File: config.mk
export PLATFORM = sky130hd
export DESIGN_NAME = pipe_smul
export DESIGN_NICKNAME = d
export VERILOG_FILES = /design/src/rtl/pipe_smul_pkg.sv /design/src/rtl/pipe_smul_stage.sv /design/src/rtl/pipe_smul_core.sv /design/src/rtl/pipe_smul.sv
export SDC_FILE = /design/constraint.sdc
export NUM_CORES = 1
export LEC_CHECK = 0
export ABC_AREA = 1
export ABC_CLOCK_PERIOD_IN_PS = 8029
export CORE_ASPECT_RATIO = 1.4
export CORE_MARGIN = 10
export CORE_UTILIZATION = 32
export DETAILED_ROUTE_END_ITERATION = 10
export PLACE_DENSITY = 0.54
export SYNTH_ARGS = -nofsm -noshare
export SYNTH_HDL_FRONTEND = slang
export SYNTH_HIERARCHICAL = 1
export SYNTH_SLANG_ARGS = --single-unit
File: constraint.sdc
create_clock -name clk -period 8.03 [get_ports clk]
set_clock_uncertainty 0.15 [all_clocks]
set_input_delay 0.803 -clock clk [delete_from_list [all_inputs] [get_ports clk]]
set_output_delay 0.803 -clock clk [all_outputs]
set_load 0.03 [all_outputs]
File: src/rtl/pipe_smul_pkg.sv
package pipe_smul_pkg;

  // default operand width of one multiplier input
  localparam int unsigned DEF_OP_W = 18;

  // number of clock cycles from operands to product
  function automatic int unsigned stage_latency(input bit has_a, input bit has_b, input bit has_p);
    return ((has_a || has_b) ? 1 : 0) + (has_p ? 1 : 0);
  endfunction

endpackage

File: src/rtl/pipe_smul_stage.sv
module pipe_smul_stage #(
  parameter int unsigned W       = 18,
  parameter bit          PRESENT = 1'b1
) (
  input  logic         clk,
  input  logic         rst_n,
  input  logic         en,
  input  logic         clr,
  input  logic [W-1:0] d,
  output logic [W-1:0] q
);

  if (PRESENT) begin : g_reg
    logic [W-1:0] q_r;
    logic [W-1:0] q_nxt;

    // clear wins over enable; enable low holds
    always_comb begin
      q_nxt = q_r;
      if (clr) begin
        q_nxt = '0;
      end else if (en) begin
        q_nxt = d;
      end
    end

    always_ff @(posedge clk or negedge rst_n) begin
      if (!rst_n) begin
        q_r <= '0;
      end else begin
        q_r <= q_nxt;
      end
    end

    assign q = q_r;
  end else begin : g_wire
    logic unused_ctl;
    assign unused_ctl = ^{clk, rst_n, en, clr};
    assign q = d;
  end

endmodule

File: src/rtl/pipe_smul_core.sv
module pipe_smul_core #(
  parameter int unsigned WA = 18,
  parameter int unsigned WB = 18,
  localparam int unsigned PW = WA + WB
) (
  input  logic [WA-1:0] a,
  input  logic [WB-1:0] b,
  output logic [PW-1:0] p
);

  logic signed [PW-1:0] a_ext;
  logic signed [PW-1:0] b_ext;

  // sign-extend both operands to the product width, then keep the low PW bits
  assign a_ext = {{WB{a[WA-1]}}, a};
  assign b_ext = {{WA{b[WB-1]}}, b};
  assign p     = a_ext * b_ext;

endmodule

File: src/rtl/pipe_smul.sv
module pipe_smul
  import pipe_smul_pkg::*;
#(
  parameter int unsigned OP_A_W      = DEF_OP_W,
  parameter int unsigned OP_B_W      = DEF_OP_W,
  parameter bit          HAS_A_STAGE = 1'b1,
  parameter bit          HAS_B_STAGE = 1'b1,
  parameter bit          HAS_P_STAGE = 1'b1,
  localparam int unsigned PROD_W     = OP_A_W + OP_B_W
) (
  input  logic              clk,
  input  logic              rst_n,
  input  logic [OP_A_W-1:0] a_in,
  input  logic [OP_B_W-1:0] b_in,
  input  logic              a_en,
  input  logic              a_clr,
  input  logic              b_en,
  input  logic              b_clr,
  input  logic              p_en,
  input  logic              p_clr,
  output logic [PROD_W-1:0] p_out
);

  logic [OP_A_W-1:0] a_q;
  logic [OP_B_W-1:0] b_q;
  logic [PROD_W-1:0] prod_raw;

  pipe_smul_stage #(.W(OP_A_W), .PRESENT(HAS_A_STAGE)) u_stage_a (
    .clk(clk), .rst_n(rst_n), .en(a_en), .clr(a_clr), .d(a_in), .q(a_q)
  );

  pipe_smul_stage #(.W(OP_B_W), .PRESENT(HAS_B_STAGE)) u_stage_b (
    .clk(clk), .rst_n(rst_n), .en(b_en), .clr(b_clr), .d(b_in), .q(b_q)
  );

  pipe_smul_core #(.WA(OP_A_W), .WB(OP_B_W)) u_core (
    .a(a_q), .b(b_q), .p(prod_raw)
  );

  pipe_smul_stage #(.W(PROD_W), .PRESENT(HAS_P_STAGE)) u_stage_p (
    .clk(clk), .rst_n(rst_n), .en(p_en), .clr(p_clr), .d(prod_raw), .q(p_out)
  );

endmodule

==> flow_metrics.env <==
export IMPL_start_util_pct=32.43
export IMPL_antenna_left=0
export IMPL_register_area_um2=1802
export IMPL_yosysUniqueCellTypes=34
export IMPL_power_density_nw_per_um2=116.1
export IMPL_rows=97
export IMPL_vias=12506
export IMPL_path_class="flop to flop"
export IMPL_outcome="finished, final reports clean"
export IMPL_stdcell_area_um2=17760
export IMPL_switching_share_pct=47.92
export IMPL_r2r_end="u_stage_p/q[26]"
export IMPL_critPathRequiredTime_ns=8.18
export IMPL_tritoncts="done"
export IMPL_cts_sinks=72
export IMPL_wl_per_cell_um=16.72
export IMPL_min_path_type="input port to async pin"
export IMPL_intPower_w=0.001074
export IMPL_synth_seq_cells=72
export IMPL_synthToLayoutAreaGrowth_pct=9.246
export IMPL_cts_root_buffer="clkbuf_16"
export IMPL_whs_ns=0.1224
export IMPL_ios=80
export IMPL_die_w_um=210.5
export IMPL_min_period_ns=6.951
export IMPL_end_kind="flop"
export IMPL_n_antenna_cell=0
export IMPL_post_cts_buffers=0
export IMPL_critPathMaxFanout=19
export IMPL_synthCells=2102
export IMPL_cts_buffer_depth=2
export IMPL_core_um2=50120
export IMPL_dpl_instance_area_um2=17460
export IMPL_port_buffers=79
export IMPL_finalHoldViolCount=0
export IMPL_synth_edf_count=0
export IMPL_fillers=5249
export IMPL_arrival_ns=7.10
export IMPL_clk_pin_slew_worst_paths_ns=0.07
export IMPL_numCtsBuffers=9
export IMPL_firstDrtPassIters=5
export IMPL_synthArstFlopShare_pct=100.0
export IMPL_ys_seq_area_share_pct=11.09
export IMPL_routed_wl_um=46120
export IMPL_p_leak_nw=10.74
export IMPL_viasPerCell=4.533
export IMPL_worst_slew_pin_slew_ns=0.9822
export IMPL_multi_input_area_um2=11720
export IMPL_grt_pass1_vias=14105
export IMPL_start_kind="flop"
export IMPL_clockPowerShare_pct=20.6
export IMPL_fin_tns_setup_ns=0
export IMPL_clk_latency_ns=0.36
export IMPL_grt_overflow=0
export IMPL_grt_pass1_wl_um=75340
export IMPL_final_nets=2578
export IMPL_crit_end="u_stage_p/q[26]"
export IMPL_seqPwrFrac_pct=23.8
export IMPL_grt_start_max_net_pins=61
export IMPL_power_switching_w=0.0009880
export IMPL_antenna_found_initial=0
export IMPL_crit_reg2reg_launch="u_stage_b/q[0]"
export IMPL_gp_congestion=0.8958
export IMPL_grt_use_total_pct=16.09
export IMPL_pwr_share_comb_pct=55.6
export IMPL_cts_htree_levels=3
export IMPL_drive_gt1_share_pct=3.733
export IMPL_reg2reg_depth=22
export IMPL_slew_headroom_pct=34.52
export IMPL_synth_ff_type="dfrtp_1"
export IMPL_crit_start="u_stage_b/q[0]"
export IMPL_synth_top_area_share_pct=40.52
export IMPL_syn_num_nets=2568
export IMPL_fp_dieArea_um2=60330
export IMPL_finalSetupViolations=0
export IMPL_timing_fmax_ghz=0.1439
export IMPL_peakVddDrop_uv=92.96
export IMPL_post_synth_cell_area_avg_um2=7.732
export IMPL_cts_resized=0
export IMPL_ys_warn_count=6
export IMPL_min_period_over_period_pct=86.56
export IMPL_slew_violations=0
export IMPL_postCtsHoldBufs=0
export IMPL_dp_hpwl_um=37850
export IMPL_netlist_top_cell_by_area="fa_1"
export IMPL_utilization_pct=35.42
export IMPL_ff2ff_setup_slack_ns=1.08
export IMPL_cap_violations=0
export IMPL_drc=0
export IMPL_die_y_um=286.7
export IMPL_syn_area_um2=16250
export IMPL_synth_area_leaders="fa_1 41%, nand2_1 15%, inv_1 14%"
export IMPL_rsz0062_at_grt="no"
export IMPL_drt_iter0_drc=570
==> flip-flops by register name (all words and copies together), names as in the netlist <==
signal       cells
u_stage_b/q     18
u_stage_p/q     36
u_stage_a/q     18
==> stage by stage <==
| step | power (W) | std cells | worst slack (ns) |
|---|---|---|---|
| floorplan | 0.001244 | 2102 | 2.171 |
| global placement | 0.001658 | 2744 | 1.033 |
| detailed placement | 0.001666 | 2744 | 0.9655 |
| CTS | 0.002102 | 2759 | 0.9524 |
| global route | 0.002241 | 2759 | 0.5613 |
| finish | 0.002062 | 2759 | 1.080 |
==> routing by layer <==
metal,up-vias,wire (um),GRT usage [%]
li1,5923,-,-
met1,6241,16350,15.66
met2,249,26150,32.33
met3,93,1006,1.058
met4,0,2604,9.345
met5,-,0,0
==> power groups by stage <==
stage	logic, W	registers, W	clock network [W]
floorplan	0.000750	0.000494	0
global placement	0.00116	0.000498	0
detailed placement	0.00117	0.000499	0
CTS	0.00117	0.000493	0.000438
global route	0.00129	0.000500	0.000446
finish	0.00115	0.000492	0.000424
==> how the worst min path moves through the flow <==
stage	startpoint	end
after floorplan	u_stage_a/q[0]	u_stage_a/q[0]
after global routing	rst_n	u_stage_b/q[13]
after detailed placement	u_stage_p/q[26]	u_stage_p/q[26]
final	rst_n	u_stage_b/q[13]
after CTS	rst_n	u_stage_b/q[13]
after global placement	u_stage_p/q[31]	u_stage_p/q[31]
==> cell usage in the layout (no fill, tap or decap), types with 2 or more instances in the layout <==
| master | Yosys | layout |
|---|---|---|
| ha_1 | 93 | 93 |
| nand3_2 | 15 | 15 |
| or2_2 | 4 | 4 |
| nand2_2 | 12 | 12 |
| a21oi_1 | 25 | 25 |
| nor2_8 | 3 | 3 |
| nor2_2 | 9 | 9 |
| nand4_1 | 9 | 9 |
| xor2_1 | 15 | 15 |
| nand3_1 | 86 | 86 |
| dfrtp_1 | 72 | 72 |
| fa_1 | 329 | 329 |
| clkbuf_16 | 0 | 9 |
| nor2_1 | 58 | 58 |
| nand3b_1 | 4 | 4 |
| clkinv_2 | 0 | 2 |
| buf_4 | 4 | 10 |
| o21bai_1 | 6 | 6 |
| o21ai_0 | 4 | 4 |
| inv_2 | 6 | 6 |
| nand2_1 | 641 | 641 |
| nor3_1 | 5 | 5 |
| inv_1 | 602 | 602 |
| and2_1 | 4 | 4 |
| xnor2_1 | 4 | 4 |
| clkdlybuf4s50_1 | 0 | 77 |
==> logic make-up after synthesis <==
group,Yosys count,synth area share (%)
xor gates and xnor gates,19,1.024
adders and majority gates,422,47.68
AOI/OAI and AO/OA,37,1.247
and+or+nand+nor,854,22.12
DFF,72,11.09
buffers and inverters,698,16.84
==> cells in the mapped netlist (3+ instances only) <==
library cell	number
xor2_1	15
fa_1	329
nor2_1	58
buf_4	4
buf_1	13
inv_1	602
nor3_1	5
nand2_1	641
and2_1	4
nor2_2	9
xnor2_1	4
nand3_1	86
nand2_2	12
nand4_1	9
ha_1	93
o21bai_1	6
inv_2	6
nor2_8	3
nand3b_1	4
a21oi_1	25
dfrtp_1	72
or2_2	4
clkbuf_1	58
nand3_2	15
buf_6	13
o21ai_0	4
==> worst max-delay path: stages, from the launching register on <==
cell	delay, ns
dfrtp_1	0.85
nand2_1	0.23
inv_1	0.16
fa_1	0.46
inv_1	0.21
fa_1	0.45
inv_1	0.11
ha_1	0.45
inv_1	0.26
fa_1	0.56
inv_1	0.06
fa_1	0.53
inv_1	0.06
fa_1	0.47
inv_1	0.04
ha_1	0.38
a21oi_1	0.39
nand3_1	0.20
inv_1	0.10
nand3_1	0.17
xor2_1	0.39
nand3_2	0.10
nand2_1	0.09
==> area by class of cell <==
cell class	instances	share of cell area (%)
timing repair buffer	88	4.792
sequential	72	10.15
clock buffer	10	1.346
inverter	609	12.89
multi-input combinational	1332	65.98
tap	643	4.531
clock inverter	5	0.3171
(Power assumes the default switching activity.)
